## src/rtl/i2c_lock_pkg.sv

```systemverilog
package i2c_lock_pkg;

  typedef enum logic [2:0] {
    S_IDLE,
    S_ADDR,
    S_AACK,
    S_WDATA,
    S_WACK,
    S_RLOAD,
    S_RDATA,
    S_RACK
  } tgt_state_t;

  localparam logic [2:0] LOCK_ON_CODE = 3'b011;
  localparam logic [6:0] DEF_DEV_ID   = 7'h28;
  localparam int unsigned BYTE_BITS   = 8;

endpackage

```

## src/rtl/i2c_line_filter.sv

```systemverilog
module i2c_line_filter #(
  parameter int SYNC_STAGES = 2,
  parameter int DEB_CYCLES  = 4
) (
  input  logic clk,
  input  logic rst,
  input  logic line_in,
  output logic line_out
);
  localparam int CW = $clog2(DEB_CYCLES + 1);

  logic [SYNC_STAGES-1:0] sync_q;
  logic [CW-1:0]          run_cnt;
  logic                   raw;

  assign raw = sync_q[SYNC_STAGES-1];

  always_ff @(posedge clk) begin
    if (rst) sync_q <= '1;
    else     sync_q <= {sync_q[SYNC_STAGES-2:0], line_in};
  end

  // accept a new level only after it has differed for DEB_CYCLES clocks
  always_ff @(posedge clk) begin
    if (rst) begin
      run_cnt  <= '0;
      line_out <= 1'b1;
    end else if (raw == line_out) begin
      run_cnt <= '0;
    end else if (run_cnt == CW'(DEB_CYCLES - 1)) begin
      line_out <= raw;
      run_cnt  <= '0;
    end else begin
      run_cnt <= run_cnt + 1'b1;
    end
  end

  AST_FILT_FOLLOWS: assert property (@(posedge clk) disable iff (rst)
    (line_out != $past(line_out)) |-> ($past(raw) == line_out)) else $error("filter");

endmodule

```

## src/rtl/i2c_bus_events.sv

```systemverilog
module i2c_bus_events (
  input  logic clk,
  input  logic rst,
  input  logic scl_f,
  input  logic sda_f,
  output logic scl_lvl,
  output logic sda_lvl,
  output logic scl_rise,
  output logic scl_fall,
  output logic start_det,
  output logic stop_det
);
  logic scl_q, sda_q;

  always_ff @(posedge clk) begin
    if (rst) begin
      scl_q     <= 1'b1;
      sda_q     <= 1'b1;
      scl_lvl   <= 1'b1;
      sda_lvl   <= 1'b1;
      scl_rise  <= 1'b0;
      scl_fall  <= 1'b0;
      start_det <= 1'b0;
      stop_det  <= 1'b0;
    end else begin
      scl_q     <= scl_f;
      sda_q     <= sda_f;
      scl_lvl   <= scl_f;
      sda_lvl   <= sda_f;
      scl_rise  <= scl_f & ~scl_q;
      scl_fall  <= ~scl_f & scl_q;
      start_det <= scl_f & scl_q & sda_q & ~sda_f;
      stop_det  <= scl_f & scl_q & ~sda_q & sda_f;
    end
  end

  AST_EVENTS_EXCLUSIVE: assert property (@(posedge clk) disable iff (rst)
    $onehot0({scl_rise, scl_fall, start_det, stop_det})) else $error("events");

endmodule

```

## src/rtl/i2c_target_fsm.sv

```systemverilog
module i2c_target_fsm
  import i2c_lock_pkg::*;
(
  input  logic       clk,
  input  logic       rst,
  input  logic       scl_lvl,
  input  logic       sda_lvl,
  input  logic       scl_rise,
  input  logic       scl_fall,
  input  logic       start_det,
  input  logic       stop_det,
  input  logic [6:0] dev_id,
  input  logic [2:0] lock,
  output logic       sda_oe,
  output logic       wr_valid,
  output logic [7:0] wr_data,
  output logic       rd_req,
  input  logic [7:0] rd_data
);
  localparam logic [3:0] FULL = 4'(BYTE_BITS);
  localparam logic [3:0] LAST = 4'(BYTE_BITS - 1);

  tgt_state_t st;
  logic [3:0] cnt;
  logic [7:0] shreg;
  logic       rnw;
  logic       mack;
  logic       addr_hit;

  assign addr_hit = (lock != LOCK_ON_CODE) || (shreg[7:1] == dev_id);

  always_ff @(posedge clk) begin
    if (rst) begin
      st       <= S_IDLE;
      cnt      <= '0;
      shreg    <= '0;
      rnw      <= 1'b0;
      mack     <= 1'b0;
      sda_oe   <= 1'b0;
      wr_valid <= 1'b0;
      wr_data  <= '0;
      rd_req   <= 1'b0;
    end else begin
      wr_valid <= 1'b0;
      rd_req   <= 1'b0;
      if (start_det) begin
        st     <= S_ADDR;
        cnt    <= '0;
        sda_oe <= 1'b0;
      end else if (stop_det) begin
        st     <= S_IDLE;
        cnt    <= '0;
        sda_oe <= 1'b0;
      end else begin
        unique case (st)
          S_ADDR: begin
            if (scl_rise && cnt < FULL) begin
              shreg <= {shreg[6:0], sda_lvl};
              cnt   <= cnt + 1'b1;
            end else if (scl_fall && cnt == FULL) begin
              if (addr_hit) begin
                sda_oe <= 1'b1;
                rnw    <= shreg[0];
                st     <= S_AACK;
              end else begin
                st <= S_IDLE;
              end
            end
          end
          S_AACK: begin
            if (scl_fall) begin
              cnt <= '0;
              if (rnw) begin
                rd_req <= 1'b1;
                st     <= S_RLOAD;
              end else begin
                sda_oe <= 1'b0;
                st     <= S_WDATA;
              end
            end
          end
          S_WDATA: begin
            if (scl_rise && cnt < FULL) begin
              shreg <= {shreg[6:0], sda_lvl};
              cnt   <= cnt + 1'b1;
            end else if (scl_fall && cnt == FULL) begin
              wr_data  <= shreg;
              wr_valid <= 1'b1;
              sda_oe   <= 1'b1;
              st       <= S_WACK;
            end
          end
          S_WACK: begin
            if (scl_fall) begin
              sda_oe <= 1'b0;
              cnt    <= '0;
              st     <= S_WDATA;
            end
          end
          S_RLOAD: begin
            shreg  <= rd_data;
            sda_oe <= ~rd_data[7];
            cnt    <= '0;
            st     <= S_RDATA;
          end
          S_RDATA: begin
            if (scl_fall) begin
              if (cnt == LAST) begin
                sda_oe <= 1'b0;
                st     <= S_RACK;
              end else begin
                sda_oe <= ~shreg[6];
                shreg  <= {shreg[6:0], 1'b0};
                cnt    <= cnt + 1'b1;
              end
            end
          end
          S_RACK: begin
            if (scl_rise) begin
              mack <= ~sda_lvl;
            end else if (scl_fall) begin
              if (mack) begin
                rd_req <= 1'b1;
                st     <= S_RLOAD;
              end else begin
                st <= S_IDLE;
              end
            end
          end
          default: ;
        endcase
      end
    end
  end

  AST_IDLE_RELEASED: assert property (@(posedge clk) disable iff (rst)
    (st == S_IDLE) |-> !sda_oe) else $error("idle drive");
  AST_WR_ONE_CYCLE: assert property (@(posedge clk) disable iff (rst)
    wr_valid |=> !wr_valid) else $error("wr pulse");
  AST_RD_ONE_CYCLE: assert property (@(posedge clk) disable iff (rst)
    rd_req |=> !rd_req) else $error("rd pulse");
  AST_START_ABORTS: assert property (@(posedge clk) disable iff (rst)
    start_det |=> (st == S_ADDR && !sda_oe && !wr_valid)) else $error("start");
  AST_STOP_RELEASES: assert property (@(posedge clk) disable iff (rst)
    stop_det |=> (st == S_IDLE && !sda_oe)) else $error("stop");
  AST_LOCK_FILTER: assert property (@(posedge clk) disable iff (rst)
    (st == S_AACK && $past(st) == S_ADDR)
      |-> ($past(lock) != LOCK_ON_CODE || shreg[7:1] == $past(dev_id))) else $error("lock");
  AST_SDA_HELD_HIGH: assert property (@(posedge clk) disable iff (rst)
    (scl_lvl && $past(scl_lvl) && !$past(start_det) && !$past(stop_det))
      |-> $stable(sda_oe)) else $error("sda hold");
  AST_CNT_RANGE: assert property (@(posedge clk) disable iff (rst)
    cnt <= FULL) else $error("cnt");

endmodule

```

## src/rtl/i2c_lock_target.sv

```systemverilog
module i2c_lock_target
  import i2c_lock_pkg::*;
#(
  parameter int         SYNC_STAGES = 2,
  parameter int         DEB_CYCLES  = 4,
  parameter logic [6:0] RST_DEV_ID  = DEF_DEV_ID,
  parameter logic [2:0] RST_LOCK    = LOCK_ON_CODE
) (
  input  logic       clk,
  input  logic       rst,
  input  logic       scl_i,
  input  logic       sda_i,
  output logic       sda_oe,
  input  logic       cfg_valid,
  input  logic [6:0] cfg_dev_id,
  input  logic [2:0] cfg_lock,
  output logic       wr_valid,
  output logic [7:0] wr_data,
  output logic       rd_req,
  input  logic [7:0] rd_data
);
  localparam int NLINES = 2;

  logic [NLINES-1:0] raw_lines, clean_lines;
  logic scl_lvl, sda_lvl, scl_rise, scl_fall, start_det, stop_det;
  logic [6:0] use_id;
  logic [2:0] use_lock;

  assign raw_lines = {sda_i, scl_i};
  assign use_id    = cfg_valid ? cfg_dev_id : RST_DEV_ID;
  assign use_lock  = cfg_valid ? cfg_lock   : RST_LOCK;

  for (genvar g = 0; g < NLINES; g++) begin : g_filt
    i2c_line_filter #(
      .SYNC_STAGES(SYNC_STAGES),
      .DEB_CYCLES (DEB_CYCLES)
    ) u_filt (
      .clk     (clk),
      .rst     (rst),
      .line_in (raw_lines[g]),
      .line_out(clean_lines[g])
    );
  end

  i2c_bus_events u_events (
    .clk      (clk),
    .rst      (rst),
    .scl_f    (clean_lines[0]),
    .sda_f    (clean_lines[1]),
    .scl_lvl  (scl_lvl),
    .sda_lvl  (sda_lvl),
    .scl_rise (scl_rise),
    .scl_fall (scl_fall),
    .start_det(start_det),
    .stop_det (stop_det)
  );

  i2c_target_fsm u_fsm (
    .clk      (clk),
    .rst      (rst),
    .scl_lvl  (scl_lvl),
    .sda_lvl  (sda_lvl),
    .scl_rise (scl_rise),
    .scl_fall (scl_fall),
    .start_det(start_det),
    .stop_det (stop_det),
    .dev_id   (use_id),
    .lock     (use_lock),
    .sda_oe   (sda_oe),
    .wr_valid (wr_valid),
    .wr_data  (wr_data),
    .rd_req   (rd_req),
    .rd_data  (rd_data)
  );

  AST_RESET_QUIET: assert property (@(posedge clk)
    $past(rst) |-> (!sda_oe && !wr_valid && !rd_req)) else $error("reset");

endmodule

```

## config.mk

```make
export PLATFORM = sky130hd
export DESIGN_NAME = i2c_lock_target
export DESIGN_NICKNAME = d
export VERILOG_FILES = /design/src/rtl/i2c_lock_pkg.sv /design/src/rtl/i2c_line_filter.sv /design/src/rtl/i2c_bus_events.sv /design/src/rtl/i2c_target_fsm.sv /design/src/rtl/i2c_lock_target.sv
export SDC_FILE = /design/constraint.sdc
export NUM_CORES = 1
export LEC_CHECK = 0
export BUFFER_PORTS_ARGS = -buffer_cell sky130_fd_sc_hd__buf_2
export CORE_MARGIN = 5
export CORE_UTILIZATION = 58
export DETAILED_ROUTE_END_ITERATION = 6
export PLACE_DENSITY_LB_ADDON = 0.25
export SLEW_MARGIN = 20
export SYNTH_ARGS = -nofsm -noshare
export SYNTH_HDL_FRONTEND = slang
export SYNTH_SLANG_ARGS = --single-unit
export TNS_END_PERCENT = 30
```

## constraint.sdc

```tcl
create_clock -name clk -period 3.46 [get_ports clk]
set_input_delay 0.173 -clock clk [delete_from_list [all_inputs] [get_ports clk]]
set_output_delay 0.173 -clock clk [all_outputs]
set_load 0.01 [all_outputs]
```

# Word-level counts from Yosys, hierarchy flattened
# Cells that the tools add are included.
totals:
  wordCells: 154
  output_inout_bits: 11
  inputBits: 23
  register_bits: 46
op_classes:
  mux: 45
  add_sub_neg: 3
  reduce_logical: 24
  n_bitwise: 19
  n_lt_le_gt_ge: 1
  n_eq_ne: 40
ops:
  columns: ["cell", "n"]
  rows:
  - ["3-bit two-way mux", 13]
  - ["4-bit inequality test (second input constant)", 7]
  - ["8-bit two-way mux", 3]
  - ["8-bit one-hot mux with 3 select lines", 1]
  - ["11-bit AND reduction", 2]
  - ["3-bit one-hot mux with 7 select lines", 1]
  - ["1-bit two-way mux", 18]
  - ["2-bit inequality test (second input constant)", 9]
  - ["4-bit two-way mux", 4]
  - ["4-bit one-hot mux with 4 select lines", 1]
  - ["3-bit by 2-bit == test with 1-bit output (second input constant)", 4]
  - ["3-bit == test (second input constant)", 4]
  - ["2-bit by 1-bit inequality test with 1-bit output (second input constant)", 6]
  - ["4-bit by 3-bit inequality test with 1-bit output (second input constant)", 3]
  - ["1-bit inverter", 12]
  - ["6-bit AND reduction", 2]
  - ["10-bit AND reduction", 1]
  - ["5-bit AND reduction", 2]
  - ["9-bit nonzero test", 1]
  - ["3-bit OR reduction", 3]
  - ["1-bit AND", 7]
  - ["7-bit == test", 1]
  - ["7-bit two-way mux", 1]
  - ["7-bit nonzero test", 1]
  - ["20 further kinds", 25]

# Longest topological paths before layout
# Gate-level depths: netlist (run 1).
logic_depth:
  word_depth: 9
  depth_mapped: 7
  depth_no_buf: 7

# By module
# Synthesis (run 1) repeated with hierarchy kept, for this count alone.
hier_totals:
  cells_unflattened: 256
  area_unflattened_um2: 2311.0
modules_own_cells:
  columns: ["module", "seq_area_each_um2", "cells_each", "area_each_um2", "instances"]
  rows:
  - ["i2c_target_fsm", 560.5, 198, 1622.8, 1]
  - ["i2c_line_filter", 120.1, 17, 214.0, 2]
  - ["i2c_bus_events", 120.1, 14, 197.7, 1]
  - ["i2c_lock_target", 0.0, 10, 62.6, 1]

# Least setup slack after synthesis (run 1)
# Ideal clock, no wire load.
synth_timing:
  path_type: "register to register"
  from: "register u_fsm.cnt[0]"
  to: "register u_fsm.shreg[7]"
  period_less_slack_ps: 1911
  path_slack_ps: 1549
  required_ps: 3381
  arrival_time_ps: 1832
  setup_ps: 79
  path_stages_with_launch: 8
  path_cell_list: "dfxtp_1 -> ha_1 -> and3b_4 -> or4b_4 -> a21oi_4 -> buf_6 -> nor2_1 -> a211oi_2"
synth_via:
  elab_chain_len: 4
  word_cells_on_any_way: 6
  classes_between: "order compare: 1; eq/ne: 3; reduce/logical: 2"
synth_rtl:
  columns: ["item", "line", "source"]
  rows:
  - ["start: declaration", "i2c_target_fsm.sv:24", "logic [3:0] cnt;"]
  - ["start signal: assignment", "i2c_target_fsm.sv:59", "cnt <= cnt + 1'b1;"]
  - ["start signal: assignment", "i2c_target_fsm.sv:85", "cnt <= cnt + 1'b1;"]
  - ["start signal: assignment", "i2c_target_fsm.sv:114", "cnt <= cnt + 1'b1;"]
  - ["4-bit less-than comparator", "i2c_target_fsm.sv:57, i2c_target_fsm.sv:83", null]
  - ["1-bit logical AND", "i2c_target_fsm.sv:57, i2c_target_fsm.sv:83", null]
  - ["2-bit by 1-bit inequality test with 1-bit output (no line)", null, null]
  - ["6-bit AND reduction (no line) (*)", null, null]
  - ["end signal: assignment", "i2c_target_fsm.sv:58", "shreg <= {shreg[6:0], sda_lvl};"]
  - ["end signal: assignment", "i2c_target_fsm.sv:84", "shreg <= {shreg[6:0], sda_lvl};"]
  - ["end signal: assignment", "i2c_target_fsm.sv:101", "shreg <= rd_data;"]
  - ["end: declaration", "i2c_target_fsm.sv:25", "logic [7:0] shreg;"]
# Every way passes the cells marked *; elsewhere a longest branch is shown, timed or not.
# A chain may end at the register's enable or synchronous reset.

# Final worst setup path (run 1)
layout_timing:
  from: "register u_fsm.st[0]"
  to: "register u_fsm.st[2]"
layout_via:
  elab_chain_len: 3
  word_cells_on_any_way: 20
  classes_between: "eq/ne: 17; mux: 1; reduce/logical: 2"
layout_rtl:
  columns: ["item", "line", "source"]
  rows:
  - ["start: declaration", "i2c_target_fsm.sv:23", "tgt_state_t st;"]
  - ["start signal: assignment", "i2c_target_fsm.sv:34", "st <= S_IDLE;"]
  - ["start signal: assignment", "i2c_target_fsm.sv:47", "st <= S_ADDR;"]
  - ["start signal: assignment", "i2c_target_fsm.sv:51", "st <= S_IDLE;"]
  - ["3-bit == test, or another cell as far along", "i2c_target_fsm.sv:55", "unique case (st)"]
  - ["7-bit nonzero test (no line), or another cell as far along", null, null]
  - ["11-bit AND reduction (no line)", null, null]
# Parallel ways exist; a longest one is shown, timed or not.

==> results of run 1 <==
[final cells by class]
class / count / area (sq um)
multi-input combinational: 188 / 1230
fill: 324 / 1210
sequential: 46 / 921
timing repair buffer: 33 / 165
clock buffer: 6 / 72.6
tap: 48 / 60.1
inverter: 12 / 45.0
clock inverter: 2 / 13.8
[worst min-delay path by stage]
stage                                       to  cells past startpoint  start
floorplan           g_filt[0].u_filt.sync_q[0]                      1  scl_i
global placement    g_filt[0].u_filt.sync_q[0]                      2  scl_i
detailed placement  g_filt[0].u_filt.sync_q[0]                      2  scl_i
CTS                 g_filt[0].u_filt.sync_q[0]                      2  scl_i
global route        g_filt[1].u_filt.sync_q[0]                      2  sda_i
finish              g_filt[1].u_filt.sync_q[0]                      2  sda_i
[metal layers]
metal	up-vias	GRT usage [%]	share of wire [%]
met5	-	0	0
met4	0	4.30	0.61
met3	2	4.57	7.9
met2	54	27.6	47
met1	871	23.5	45
li1	964	-	-
[through the flow]
step	cell area [sq um]	utilization (%)	hold WS (ns)	cells	setup WS [ns]
6_report	2500	67.4	0.0530	335	1.02
5_1_grt	2500	67.4	0.0439	335	0.781
4_1_cts	2500	67.4	0.0488	335	1.06
3_5_place_dp	2420	65.1	0.359	327	1.08
3_3_place_gp	2420	65.1	0.358	327	1.15
2_1_floorplan	2260	-	0.277	258	1.55
[placed cells by master (no fill, tap or decap), types with 5 or more instances in the layout]
master    count
a21oi_1       9
a311oi_1      6
buf_2        33
clkbuf_8      5
dfxtp_1      46
ha_1          6
inv_1        12
mux2i_1      10
nand2_1      14
nand2b_1      5
nand3_1      13
nor2_1       40
nor2b_1       6
o21ai_0       9
or2_2         7
xnor2_1       7
[cell families after synthesis]
| kind of cell | after synthesis | share of synthesized area [%] |
|---|---|---|
| AOI/OAI and AO/OA | 57 | 19.0 |
| xor gates and xnor gates | 9 | 3.49 |
| adders and majority gates | 6 | 3.32 |
| buffers and inverters | 24 | 4.98 |
| DFF | 46 | 40.7 |
| muxes | 11 | 4.93 |
| and+or+nand+nor | 105 | 23.5 |
[sequential cells by signal, summed over array words and instances, names as in the netlist]
register and flops:
u_fsm.shreg 8, u_fsm.wr_data 8, g_filt.u_filt.run_cnt 6, g_filt.u_filt.sync_q 4
u_fsm.cnt 4, u_fsm.st 3, g_filt.u_filt.line_out 2, u_events.scl_fall 1
u_events.scl_q 1, u_events.scl_rise 1, u_events.sda_lvl 1, u_events.start_det 1
u_events.stop_det 1, u_fsm.mack 1, u_fsm.rd_req 1, u_fsm.rnw 1
u_fsm.sda_oe 1, u_fsm.wr_valid 1
[critical path, stage by stage, from the launching register on]
cell	delay [ns]
dfxtp_1	0.87
inv_1	0.28
a222oi_1	0.74
a22o_1	0.23
a21oi_1	0.06
a21boi_0	0.18
[Yosys cell counts (all sizes together) (5+ instances only)]
master	instances	area, sq um
or2	8	50.1
clkbuf	8	30.0
a21oi	10	61.3
nand3	13	65.1
xnor2	7	61.3
nand2	14	52.6
nor2b	6	37.5
dfxtp	46	921
nand2b	5	31.3
nor2	40	150
a311oi	6	52.6
a211oi	5	47.5
ha	6	75.1
mux2i	10	100
inv	12	45.0
o21ai	9	45.0
[power by group through the flow]
stage | Sequential (mW) | Clock (mW) | Combinational (mW)
3_5_place_dp | 0.546 | 0 | 0.0390
6_report | 0.533 | 0.317 | 0.0389
4_1_cts | 0.533 | 0.323 | 0.0392
5_1_grt | 0.533 | 0.343 | 0.0442
3_3_place_gp | 0.545 | 0 | 0.0387
2_1_floorplan | 0.545 | 0 | 0.0219
==> qor.csv, run 1 <==
stage,metric,value,unit
global_routing,gr-total-overflow,0,
power_and_ir_drop,internal_power,692,uW
power_and_ir_drop,pwr-share-seq,60.0,%
clock_network,cts_resized,0,
critical_path,reg2regPathDepth,5,
drt,ant_nets,0,
timing,hold_viol_final,0,
final_layout,layout-drive-gt1-share,19.5,%
clock_network,cts_setup_buffers,0,
timing,min_period_over_period,70.4,%
timing,tightest_slew,0.836,ns
critical_path,cp-start-kind,flop,
power_and_ir_drop,power.switching,196,uW
critical_path,required,3.68,ns
floorplanning,start_util,60.8,%
timing,max_freq,410,MHz
global_routing,grt_pass1_wl,7380,um
logic_synthesis,synth_cells,258,
clock_network,path_clk_slew,0.08,ns
global_routing,grt_use_total,17.4,%
clock_network,clock_path_buffers,2,
logic_synthesis,post_synth.cell_area_avg,8.76,sq um
power_and_ir_drop,total_power,889,uW
critical_path,critical_path_class,reg2reg,
clock_network,htree_levels,2,
critical_path,endpoint,u_fsm.st[2],
logic_synthesis,syn_nets,287,
clock_network,postCtsHoldBufs,0,
critical_path,rr_endpoint,u_fsm.st[2],
logic_synthesis,synth_ff_type,dfxtp_1,
power_and_ir_drop,ir_drop,0.338,mV
power_and_ir_drop,p_leak,1.01,nW
critical_path,regToRegStartpoint,u_fsm.st[0],
logic_synthesis,yosys_warnings,0,
floorplanning,row_count,22,
clock_network,numCtsBuffers,5,
critical_path,cp.arrival,2.66,ns
logic_synthesis,yosys_register_bits,46,
timing,final_max_slew_viol_count,0,
drt,routed_via_density,5.64,
timing,relSlewSlack,44.2,%
global_routing,grt_max_degree,35,
drt,via_count,1891,
logic_synthesis,async_flop_share,0,%
drt,dr.pass1.iters,4,
drt,finalWirelength,4420,um
timing,fin_tns_setup,0,ns
timing,rsz0062_at_grt,false,
critical_path,worst-path-max-fanout,28,
floorplanning,io_pins,34,
logic_synthesis,synth_edf_count,0,
timing,setup_viol,0,
floorplanning,dieArea,5250,sq um
clock_network,cts_sinks,46,
min_path,min_path_type,in2reg,
drt,drt-initial-drc-count,97,
power_and_ir_drop,power_density,355,nW/um^2
drt,wl_per_cell,13.2,um
clock_network,insertion_delay,0.30,ns
floorplanning,die_h,72.4,um
power_and_ir_drop,pwr-share-clk,35.7,%
power_and_ir_drop,netSwitchingFraction,22.1,%
final_layout,final_nets,315,
job,drv_cap,0,
clock_network,tritoncts,yes,
timing,skew,0.00363,ns
logic_synthesis,synth.distinct_cells,51,
timing,fin_crit,2.44,ns
clock_network,cts_root_buf,clkbuf_8,
power_and_ir_drop,combPwrFrac,4.4,%
critical_path,crit_path_start,u_fsm.st[0],
final_layout,synthToLayoutAreaGrowth,10.8,%
logic_synthesis,ys_seq_area_share,40.7,%
placed_design,portBuffers,33,
final_layout,antenna_cells,0,
placed_design,gp_congestion,0.882,
global_routing,antenna_found_initial,0,
drt,drc,0,
critical_path,r2r_setup_slack,1.02,ns
critical_path,end_kind,flop,
run_status,status,completed,
floorplanning,die-width,72.4,um
floorplanning,core_area,3720,sq um
global_routing,grt_pass1_vias,1677,
logic_synthesis,synth_area,2260,sq um
placed_design,dp_hpwl,3170,um
No activity file was read; power rests on OpenSTA's default activity.
==> run 2: changes to the inputs <==
ABC_AREA = 1   (was default)
CORE_UTILIZATION = 50   (was 58)
clock period = 2 ns   (was 3.46 ns; I/O delays follow)
==> qor.csv, run 2 <==
stage,metric,value,unit
critical_path,critical_path_class,reg2reg,
clock_network,cts_setup_buffers,0,
final_layout,final_cell_mix,"nand2_1, dfxtp_1, nor2_1, inv_1, buf_2",
logic_synthesis,synth_cells,308,
critical_path,slowest_stage,dfxtp_1,
floorplanning,die-width,76.8,um
critical_path,critPathMaxStageDelay,0.52,ns
timing,fin_tns_setup,0,ns
final_layout,layout-drive-gt1-share,20.9,%
timing,relSlewSlack,67.1,%
final_layout,final_nets,373,
logic_synthesis,synth_ff_type,dfxtp_1,
global_routing,gr-total-overflow,0,
min_path,min_path_type,in2reg,
power_and_ir_drop,power_density,772,nW/um^2
final_layout,reg_top3,"u_fsm.shreg (8), u_fsm.wr_data (8), g_filt.u_filt.run_cnt (6)",
drt,ant_nets,0,
clock_network,htree_levels,2,
floorplanning,dieArea,5900,sq um
timing,tightest_slew,0.494,ns
floorplanning,io_pins,34,
critical_path,crit_path_start,u_fsm.st[0],
clock_network,insertion_delay,0.30,ns
final_layout,antenna_cells,0,
final_layout,layout_commonest_cell,nand2_1,
timing,rsz0062_at_grt,false,
critical_path,cp-start-kind,flop,
logic_synthesis,synth_edf_count,0,
drt,finalWirelength,4710,um
critical_path,required,2.19,ns
run_status,status,completed,
timing,fin_crit,1.77,ns
power_and_ir_drop,total_power,1.98,mW
logic_synthesis,syn_nets,337,
logic_synthesis,synth_area,2230,sq um
timing,skew,0.00556,ns
final_layout,nFillCells,415,
clock_network,tritoncts,yes,
logic_synthesis,yosysTopAreaCell,dfxtp_1,
global_routing,antenna_found_initial,0,
floorplanning,die_h,76.8,um
global_routing,grt_pass1_wl,8420,um
timing,setup_viol,0,
clock_network,cts_sinks,46,
placed_design,dp_hpwl,3440,um
floorplanning,row_count,24,
floorplanning,start_util,51.3,%
critical_path,regToRegStartpoint,u_fsm.st[0],
clock_network,numCtsBuffers,5,
logic_synthesis,async_flop_share,0,%
logic_synthesis,post_synth.cell_area_avg,7.25,sq um
floorplanning,core_area,4350,sq um
min_path,hp-start,rd_data[2],
drt,via_count,1985,
final_layout,synthToLayoutAreaGrowth,14.6,%
logic_synthesis,yosys-top-cells-count,"nand2_1, dfxtp_1, nor2_1",
placed_design,gp_congestion,0.907,
job,drv_cap,0,
logic_synthesis,yosys_register_bits,46,
timing,min_period_over_period,88.4,%
drt,routed_via_density,5.00,
global_routing,grt_max_degree,25,
critical_path,end_kind,flop,
drt,drc,0,
critical_path,worst-path-max-fanout,16,
critical_path,critPathBufInv,1,
placed_design,portBuffers,33,
clock_network,clock_path_buffers,2,
critical_path,cp_cell_sequence,"inv_2, nand2_1, nor2_2, a21oi_2, nand2_2, o21ai_0, a21oi_1",
global_routing,grt_pass1_vias,1898,
power_and_ir_drop,p_leak,1.13,nW
logic_synthesis,synth.distinct_cells,30,
clock_network,path_clk_slew,0.09,ns
logic_synthesis,synth_top_area_share,41.3,%
critical_path,crit_family,compound AO/OA/AOI/OAI gates,
drt,wl_per_cell,11.9,um
power_and_ir_drop,ir_drop,0.553,mV
timing,hold_viol_final,0,
timing,max_freq,566,MHz
logic_synthesis,synthTopCellsByArea,"dfxtp_1, nand2_1, nor2_1",
logic_synthesis,yosysMostFrequentCell,nand2_1,
timing,final_max_slew_viol_count,0,
logic_synthesis,ys_seq_area_share,41.3,%
clock_network,cts_root_buf,clkbuf_8,
global_routing,grt_use_total,16.8,%
critical_path,cp.arrival,1.95,ns
logic_synthesis,yosys_warnings,0,
drt,dr.pass1.iters,4,
drt,drt-initial-drc-count,115,
-- run 2: changes by cell type in the layout (fill, tap and decap cells not counted), sizes merged, moves of 4 or more --
cell    change
nand2      +49
a21oi      +16
inv        +31
nor3b       -4
a311oi      -6
nor2b       -6
nor3        +6
o21ai      +15
nand2b      -5
nor2        +7
or2         -4
mux2i      -10
a22o        -4
xnor2       -6
-- run 2: final cells by class --
class                   count  area [sq um]  share of cell area [%]
multi-input cells         213          1100                    43.1
repair buffers             37           200                    7.82
clock buffers               5          68.8                    2.69
well taps                  52          65.1                    2.54
flip-flops and latches     46           921                    36.0
clock inverters             3          47.5                    1.86
inverters                  41           154                    6.01
-- run 2: per-layer routing --
layer  wire (um)  global-route usage [%]  vias up
li1            -                       -     1062
met1        2270                    22.8      877
met2        2130                    26.1       40
met3         249                    4.57        6
met4          56                    4.90        0
met5           0                       0        -
-- run 2: final timing paths --
check / slack, ns / to / cells after the start
worst min-delay path: 0.18 / u_fsm.shreg[2] / 5
worst max register to register: 0.23 / u_fsm.shreg[5] / 7
worst max-delay path: 0.23 / u_fsm.shreg[5] / 7
worst min register to register: 0.42 / g_filt[1].u_filt.sync_q[1] / 1
-- run 2: per-stage QoR --
stage	cell area (sq um)	worst slack (ns)	cells	util (%)	hold slack (ns)
2_1_floorplan	2230	0.597	308	-	0.204
3_5_place_dp	2420	0.299	387	55.6	0.286
3_3_place_gp	2420	0.293	387	55.6	0.283
4_1_cts	2560	0.246	397	58.8	0.174
6_report	2560	0.233	397	58.8	0.184
5_1_grt	2560	0.0413	397	58.8	0.194
-- run 2: tightest hold or removal path, cell delays in order --
cell and delay [ns]:
buf_2 0.08, nand2_1 0.04, o21ai_0 0.07, o21ai_1 0.08, a21oi_2 0.09
-- run 2: cells by family (layout without fill, tap and decap cells) --
| logic type | count (synthesis) | count (layout) | share of synthesized area [%] |
|---|---|---|---|
| DFF | 46 | 46 | 41.3 |
| xor gates and xnor gates | 3 | 3 | 1.18 |
| and+or+nand+nor | 144 | 144 | 28.5 |
| adders and majority gates | 6 | 6 | 3.36 |
| AOI/OAI and AO/OA | 60 | 60 | 16.4 |
| buffers and inverters | 49 | 86 | 9.36 |
-- run 2: report_power, final --
part / internal [mW] / switching [mW] / leakage (nW)
registers: 0.949 / 0.0275 / 0.373
logic: 0.0999 / 0.184 / 0.696
clock network: 0.381 / 0.334 / 0.0591
-- run 2: what timing repair did --
item | in CTS | in global routing
endpoints found under the hold margin | 2 | 0
resized for setup | 0 | 0
hold buffers | 2 | 0
